### src/rtl/clampgen_pkg.sv
package clampgen_pkg;

    // Phases of the per-line clamp timer.
    typedef enum logic [1:0] {
        TM_IDLE = 2'd0,
        TM_WAIT = 2'd1,
        TM_HOLD = 2'd2
    } tm_state_e;

    // Fewest synchronizer stages that the block accepts.
    localparam int SYNC_MIN_STAGES = 2;

endpackage

### src/rtl/clampgen_sync.sv
// Brings the sync into the clock domain, applies the polarity and flags the
// active-to-idle transition. The flag is qualified until the pipeline has filled.
module clampgen_sync #(
    parameter int STAGES = 2,
    localparam int WW = $clog2(STAGES + 2)
) (
    input  logic clk_i,
    input  logic rst_ni,
    input  logic hs_raw_i,
    input  logic pol_i,
    output logic trail_o
);
    localparam logic [WW-1:0] WARM_FULL = WW'(STAGES + 1);
    localparam logic [WW-1:0] WARM_ONE  = WW'(1);

    typedef struct packed {
        logic [STAGES-1:0] pipe;
        logic              prev_act;
        logic [WW-1:0]     warm;
    } sync_t;

    sync_t s_d, s_q;
    logic  act_now;

    always_comb begin
        s_d = s_q;
        s_d.pipe[0] = hs_raw_i;
        for (int i = 1; i < STAGES; i++) begin
            s_d.pipe[i] = s_q.pipe[i-1];
        end
        act_now    = (s_q.pipe[STAGES-1] == pol_i);
        s_d.prev_act = act_now;
        if (s_q.warm != WARM_FULL) begin
            s_d.warm = s_q.warm + WARM_ONE;
        end
        trail_o = (s_q.warm == WARM_FULL) && s_q.prev_act && !act_now;
    end

    always_ff @(posedge clk_i or negedge rst_ni) begin
        if (!rst_ni) begin
            s_q <= '0;
        end else begin
            s_q <= s_d;
        end
    end
endmodule

### src/rtl/clampgen_timer.sv
// Delay-then-hold timer started by each trailing sync edge.
module clampgen_timer #(
    parameter int CW = 8
) (
    input  logic          clk_i,
    input  logic          rst_ni,
    input  logic          trail_i,
    input  logic          hold_i,
    input  logic [CW-1:0] place_i,
    input  logic [CW-1:0] dur_i,
    output logic          active_o
);
    import clampgen_pkg::*;

    localparam logic [CW-1:0] CNT_ONE = CW'(1);

    typedef struct packed {
        tm_state_e     st;
        logic [CW-1:0] cnt;
    } tmr_t;

    tmr_t t_d, t_q;

    always_comb begin
        t_d = t_q;
        if (hold_i) begin
            t_d.st  = TM_IDLE;
            t_d.cnt = '0;
        end else if (trail_i) begin
            // a zero placement is taken as one
            t_d.st  = TM_WAIT;
            t_d.cnt = (place_i == '0) ? '0 : (place_i - CNT_ONE);
        end else begin
            unique case (t_q.st)
                TM_WAIT: begin
                    if (t_q.cnt == '0) begin
                        if (dur_i == '0) begin
                            t_d.st = TM_IDLE;
                        end else begin
                            t_d.st  = TM_HOLD;
                            t_d.cnt = dur_i - CNT_ONE;
                        end
                    end else begin
                        t_d.cnt = t_q.cnt - CNT_ONE;
                    end
                end
                TM_HOLD: begin
                    if (t_q.cnt == '0) begin
                        t_d.st = TM_IDLE;
                    end else begin
                        t_d.cnt = t_q.cnt - CNT_ONE;
                    end
                end
                default: begin
                    t_d.st  = TM_IDLE;
                    t_d.cnt = '0;
                end
            endcase
        end
        active_o = (t_q.st == TM_HOLD);
    end

    always_ff @(posedge clk_i or negedge rst_ni) begin
        if (!rst_ni) begin
            t_q <= '{st: TM_IDLE, cnt: '0};
        end else begin
            t_q <= t_d;
        end
    end
endmodule

### src/rtl/clampgen_top.sv
module clampgen_top #(
    parameter int CW     = 8,
    parameter int STAGES = 2
) (
    input  logic          pclk,
    input  logic          rst_n,
    input  logic          hsync_in,
    input  logic          hs_pol,
    input  logic [CW-1:0] place_cfg,
    input  logic [CW-1:0] dur_cfg,
    input  logic          ext_sel,
    input  logic          ext_clamp_in,
    output logic          clamp_out
);
    typedef struct packed {
        logic clamp;
    } out_t;

    logic trail_w;
    logic tmr_active_w;
    out_t o_d, o_q;

    clampgen_sync #(.STAGES(STAGES)) u_sync (
        .clk_i    (pclk),
        .rst_ni   (rst_n),
        .hs_raw_i (hsync_in),
        .pol_i    (hs_pol),
        .trail_o  (trail_w)
    );

    clampgen_timer #(.CW(CW)) u_tmr (
        .clk_i    (pclk),
        .rst_ni   (rst_n),
        .trail_i  (trail_w),
        .hold_i   (ext_sel),
        .place_i  (place_cfg),
        .dur_i    (dur_cfg),
        .active_o (tmr_active_w)
    );

    always_comb begin
        o_d       = o_q;
        o_d.clamp = ext_sel ? ext_clamp_in : tmr_active_w;
        clamp_out = o_q.clamp;
    end

    always_ff @(posedge pclk or negedge rst_n) begin
        if (!rst_n) begin
            o_q <= '0;
        end else begin
            o_q <= o_d;
        end
    end
endmodule

### config.mk
export PLATFORM = sky130hd
export DESIGN_NAME = clampgen_top
export DESIGN_NICKNAME = d
export VERILOG_FILES = /design/src/rtl/clampgen_pkg.sv /design/src/rtl/clampgen_sync.sv /design/src/rtl/clampgen_timer.sv /design/src/rtl/clampgen_top.sv
export SDC_FILE = /design/constraint.sdc
export NUM_CORES = 1
export LEC_CHECK = 0
export ABC_AREA = 1
export CORE_ASPECT_RATIO = 0.75
export CORE_MARGIN = 3
export CORE_UTILIZATION = 40
export CTS_CLUSTER_DIAMETER = 60
export DETAILED_ROUTE_END_ITERATION = 16
export HOLD_SLACK_MARGIN = 0.06
export PLACE_DENSITY = 0.67
export SETUP_SLACK_MARGIN = 0.3
export SYNTH_ARGS = -nofsm -noshare
export SYNTH_HDL_FRONTEND = slang
export SYNTH_SLANG_ARGS = --single-unit
export TNS_END_PERCENT = 10
### constraint.sdc
create_clock -name pclk -period 2.05 [get_ports pclk]
set_clock_uncertainty 0.2 [all_clocks]
set_input_delay 0.41 -clock pclk [delete_from_list [all_inputs] [get_ports pclk]]
set_output_delay 0.41 -clock pclk [all_outputs]
set_load 0.02 [all_outputs]
==> results of run 1 <==
[logic make-up after synthesis]
logic type | after synthesis
AND/OR/NAND/NOR | 120
XOR/XNOR | 11
flip-flops | 16
buffers and inverters | 31
adder cells (fa/ha/maj) | 7
AO/OA/AOI/OAI | 13
multiplexers | 1
[stage by stage]
stage                     cell area [µm²]  util, %
after global routing                 2000     65.0
after floorplan                      1350        -
final                                2000     65.0
after detailed placement             1760     57.2
after global placement               1760     57.2
after CTS                            1930     62.7
[synthesized netlist by cell type (all sizes together)]
cell type	instances	area share (%)
a21oi	6	2.2
ha	7	6.5
nand3b	2	2.0
dfrtp	16	30
xor2	8	5.7
xnor2	3	1.9
o21ai	6	2.2
nand4	6	2.8
and2	1	0.65
inv	31	8.6
nor3	2	1.6
nor2	25	8.8
mux2	1	0.83
o22ai	1	0.46
nand3	18	7.0
nand2	66	19
[sequential cells by signal, summed over array words and instances, names as in the netlist]
name	cells
u_tmr.t_q	10
clamp_out	1
u_sync.s_q	4
u_sync.s_d	1
[layout make-up]
type	instances	area, µm²
Tap cell	38	47.5
Fill cell	277	1080
Inverter	31	116
Timing Repair Buffer	47	413
Multi-Input combinational cell	152	972
Clock buffer	4	55.1
Sequential cell	16	400
[layer usage]
metal  routed length [µm]  vias to the layer above  track usage, %
met5                    0                        -               0
met4                   41                        0            5.00
met3                  125                        6            3.40
met2                 1490                       29            26.6
met1                 1580                      600            25.0
li1                     -                      733               -
[repair_timing]
item                       4_1_cts  5_1_grt
setup endpoints to repair        9        9
setup buffers                    4        2
hold endpoints to repair         0        0
pin swaps                       21       16
gates resized for setup         30       16
hold buffers                     0        0
[report_power, final]
group	leakage, nW	internal (mW)	switching, mW
combinational	0.755	0.152	0.169
clock	0.0288	0.170	0.106
sequential	0.202	0.330	0.00828
total	0.986	0.653	0.283
[worst max-delay path: cells and delay by family (launching register included)]
kind            cells  cell delay [ns]
compound gates      1             0.10
fa+ha+maj           1             0.16
buf+inv             1             0.09
flops               1             0.39
simple gates        7             0.74
[worst paths after layout]
path	from	endpoint	slack, ns	cells after the start
worst max-delay path	u_tmr.t_q[0]$_DFFE_PN0P_	u_tmr.t_q[7]$_DFFE_PN0P_	0.30	10
worst min-delay path	u_sync.s_d[4]$_DFF_PN0_	u_sync.s_q[4]$_DFF_PN0_	0.15	0
worst max register to register	u_tmr.t_q[0]$_DFFE_PN0P_	u_tmr.t_q[7]$_DFFE_PN0P_	0.30	10
worst min register to register	u_sync.s_d[4]$_DFF_PN0_	u_sync.s_q[4]$_DFF_PN0_	0.15	0
max in group asynchronous	rst_n	u_tmr.t_q[2]$_DFFE_PN0P_	1.19	2
min in group asynchronous	rst_n	u_tmr.t_q[4]$_DFFE_PN0P_	0.28	2
==> impl_metrics.json, run 1 <==
{
  "crit_chain": "inv_2 -> ha_4 -> nand2_4 -> nor2_4 -> nand2_2 -> nor2_4 -> nand3_2 -> nand2_2 -> nand2_2 -> a21oi_2",
  "synthMuxAreaShare_pct": 0.833,
  "overflow": 0,
  "cts_root_buffer": "clkbuf_8",
  "worst_pin_slew_ns": 0.256,
  "synth_cell_types": 24,
  "slew_viol_final": 0,
  "status": "completed",
  "synth_seq_cells": 16,
  "clockBufferDepth": 2,
  "max_freq_mhz": 572,
  "vias": 1368,
  "die_h_um": 56.4,
  "cts_inserted_buffers": 3,
  "fin_crit_sh_pct": 85.3,
  "area_growth_pct": 48.2,
  "die-area_mm2": 0.00412,
  "start_util_pct": 43.9,
  "synth_fa_ha_area_share_pct": 6.48,
  "cts_tree": "yes",
  "firstDrtPassIters": 4,
  "dieWidth_um": 73.1,
  "synth_nets": 228,
  "drt_iter0_drc": 100,
  "dpl_worst_slack_ns": -0.0443,
  "fin_cells": 288,
  "critPathMaxFanout": 5,
  "routed_wl_mm": 3.25,
  "cts_sinks": 16,
  "worst_setup_path_start_kind": "flip-flop",
  "period_minus_slack_ns": 1.75,
  "finalPower_uw": 936,
  "syn-instance-count": 199,
  "setup_slack_ns": 0.301,
  "antenna_found_initial": 0,
  "yosys.area_share.simple_pct": 41.9,
  "htree_num_levels": 1,
  "insertedDiodeCount": 0,
  "power_density_mw_per_mm2": 467,
  "synth-warning-count": 0,
  "num_rows": 17,
  "synth_xor_area_share_pct": 7.68,
  "routedWlPerCell_um": 11.3,
  "syn_area_mm2": 0.00135,
  "cp_common_cell": "nand2_2",
  "post_drt_via_cell_ratio": 4.75,
  "final_common_cell": "nand2_1",
  "whs_ns": 0.150,
  "clk_pin_slew_ns": 0.06,
  "grt_pass1_vias": 1303,
  "cp-end-kind": "flip-flop",
  "setup-violations-final": 0,
  "grt_max_degree": 17,
  "grt_pass1_wl_mm": 5.65,
  "critPathKind": "flip-flop to flip-flop",
  "max-cap-violations": 0,
  "arrival_ns": 1.73,
  "crit_slowest_cell": "dfrtp_1",
  "dp_hpwl_mm": 2.49,
  "synth_compound_area_share_pct": 4.90,
  "portBuffers": 22,
  "dp_cells": 278,
  "vdd_drop_max_v": 0.000294,
  "rsz0062_at_grt": "yes",
  "drcViolationCount": 0,
  "clk_latency_ns": 0.25,
  "final_nets": 280,
  "core_area_mm2": 0.00308,
  "cpPeakStageDelay_ns": 0.39,
  "tns_ns": 0,
  "synth_top_family_by_area": "simple AND/OR/NAND/NOR gates",
  "yosysSeqAreaShare_pct": 29.6,
  "ant_nets": 0,
  "pin_count": 23,
  "grtUsageTotal_pct": 17.5,
  "drive_gt1_share_pct": 31.2,
  "syn_area_per_cell_um2": 6.80,
  "final_cell_mix": "nand2_1 (53), inv_1 (26), buf_4 (23), clkdlybuf4s50_1 (17), dfrtp_1 (16)",
  "cp.required_ns": 2.03,
  "slew_headroom_pct": 82.9,
  "hold_class": "flip-flop to flip-flop",
  "p_leak_nw": 0.986,
  "hold_violations": 0,
  "gp_congestion": 0.853
}
(Power assumes the default switching activity.)
==> run 2: changes to the inputs <==
Settings changed: CORE_UTILIZATION 40 to 43, PLACE_DENSITY 0.67 to 0.71, RECOVER_POWER set to 100.
==> run 2 against run 1 <==
  * Global-route usage is 2.5 points higher
  * Non-clock buffer count is 5 lower
  * Die area is 6.3% lower
  * Utilization is 4.7 points higher
  * Sequential power hardly changed
  * Cell count is 2.4% lower
  * Via count is 4.0% higher
  * Maximum frequency is 5.1% lower
  * Combinational power is 1% lower
  * Design area is 2.6% lower
  * Critical path type unchanged
==> impl_metrics.json, run 2 (synthesis results as in run 1) <==
{
  "status": "completed",
  "hold_buffers": 0,
  "max_freq_mhz": 542,
  "critPathKind": "flip-flop to flip-flop",
  "clk_latency_ns": 0.26,
  "fin_crit_sh_pct": 89.9,
  "power_density_mw_per_mm2": 484,
  "crit_slowest_cell": "dfrtp_1",
  "firstDrtPassIters": 5,
  "cp.required_ns": 2.04,
  "cts_sinks": 16,
  "worst_pin_slew_ns": 0.881,
  "finalPower_uw": 946,
  "reg_top3": "u_tmr.t_q: 10 flops, u_sync.s_q: 4 flops",
  "die_h_um": 54.6,
  "cp_common_cell": "nand2_2",
  "die-area_mm2": 0.00386,
  "cts_tree": "yes",
  "final_nets": 275,
  "worst_setup_path_start_kind": "flip-flop",
  "largest_register": "u_tmr.t_q",
  "dieWidth_um": 70.8,
  "vias": 1423,
  "dpl_worst_slack_ns": -0.130,
  "antenna_found_initial": 0,
  "clk_pin_slew_ns": 0.07,
  "area_growth_pct": 44.4,
  "hold_depth": 0,
  "routedWlPerCell_um": 13.5,
  "fillers": 217,
  "htree_num_levels": 1,
  "grt_max_degree": 17,
  "p_leak_nw": 0.972,
  "grtUsageTotal_pct": 20.0,
  "routed_wl_mm": 3.80,
  "cp-end-kind": "flip-flop",
  "dp_hpwl_mm": 2.82,
  "period_minus_slack_ns": 1.84,
  "clockBufferDepth": 2,
  "slew_viol_final": 0,
  "portBuffers": 22,
  "max-cap-violations": 0,
  "arrival_ns": 1.83,
  "cts_inserted_buffers": 3,
  "setup-violations-final": 0,
  "drt_iter0_drc": 82,
  "overflow": 0,
  "setup_slack_ns": 0.206,
  "multi_input_area_um2": 961,
  "cpPeakStageDelay_ns": 0.40,
  "final_common_cell": "nand2_1",
  "slew_headroom_pct": 41.3,
  "pin_count": 23,
  "post_drt_via_cell_ratio": 5.06,
  "grt_pass1_wl_mm": 6.03,
  "cts_root_buffer": "clkbuf_8",
  "start_util_pct": 48.3,
  "num_rows": 16,
  "reg2reg_depth": 10,
  "vdd_drop_max_v": 0.000516,
  "final_cell_mix": "nand2_1 (56), inv_1 (26), buf_4 (19), dfrtp_1 (16), clkdlybuf4s50_1 (15)",
  "critPathMaxFanout": 5,
  "gp_congestion": 0.879,
  "hold_violations": 0,
  "grt_pass1_vias": 1413,
  "hold_class": "flip-flop to flip-flop",
  "ant_nets": 0,
  "ff_latch_area_um2": 400,
  "crit_chain": "inv_1 -> ha_4 -> nand2_4 -> nor2_4 -> nand2_2 -> nor2_4 -> nand3_2 -> nand2_2 -> nand2_2 -> a21oi_2",
  "drive_gt1_share_pct": 26.5,
  "rsz0062_at_grt": "yes",
  "core_area_mm2": 0.00280,
  "insertedDiodeCount": 0,
  "largest_reg_flops": 10,
  "drcViolationCount": 0
}
-- run 2: per-layer routing --
metal	vias to the layer above	wire length, µm	share of wire (%)	global-route usage [%]
met2	47	2000	53	38.5
met4	0	63	1.7	4.38
met5	-	0	0	0
met3	8	233	6.1	3.67
li1	720	-	-	-
met1	648	1500	39	23.7
-- run 2: worst max-delay path, delay by kind of cell, from the launching register on --
family | cells | cell delay, ns
fa+ha+maj | 1 | 0.18
simple gates | 7 | 0.75
compound gates | 1 | 0.13
buf+inv | 1 | 0.13
flops | 1 | 0.40
-- run 2: power breakdown --
part	internal, mW	switching, mW	total (mW)	leakage, nW
clock	0.171	0.118	0.289	0.0288
combinational	0.145	0.173	0.317	0.741
sequential	0.330	0.00958	0.340	0.202
total	0.645	0.300	0.946	0.972
-- run 2: area by class of cell --
cell class                 instances  share of cell area [%]
tap                               36                    2.31
inverter                          31                    5.96
multi-input combinational        152                    49.2
timing repair buffer              42                    19.2
clock buffer                       4                    2.82
sequential                        16                    20.5
-- run 2: final timing paths --
kind / endpoint / slack (ns) / from
hold / removal: u_sync.s_q[4]$_DFF_PN0_ / 0.19 / u_sync.s_d[4]$_DFF_PN0_
setup / recovery: u_tmr.t_q[7]$_DFFE_PN0P_ / 0.21 / u_tmr.t_q[0]$_DFFE_PN0P_
hold reg to reg: u_sync.s_q[4]$_DFF_PN0_ / 0.19 / u_sync.s_d[4]$_DFF_PN0_
min in group asynchronous: u_tmr.t_q[9]$_DFFE_PN0P_ / 0.58 / rst_n
setup reg to reg: u_tmr.t_q[7]$_DFFE_PN0P_ / 0.21 / u_tmr.t_q[0]$_DFFE_PN0P_
max in group asynchronous: u_sync.s_q[4]$_DFF_PN0_ / 0.53 / rst_n
-- run 2: what timing repair did --
item	in CTS	in global routing
pin swaps	7	19
resized for setup	16	25
cloned	0	0
buffers inserted	1	3
endpoints found under the setup margin	9	10
-- run 2: stage by stage --
stage / cells / hold slack (ns) / setup TNS [ns] / utilization [%] / area (µm²)
2_1_floorplan: 199 / -0.0856 / 0 / - / 1350
3_3_place_gp: 273 / 0.133 / -0.0148 / 62.0 / 1740
3_5_place_dp: 273 / 0.165 / -0.815 / 62.0 / 1740
4_1_cts: 278 / 0.180 / 0 / 66.3 / 1860
5_1_grt: 281 / 0.184 / 0 / 69.7 / 1950
6_report: 281 / 0.186 / 0 / 69.7 / 1950
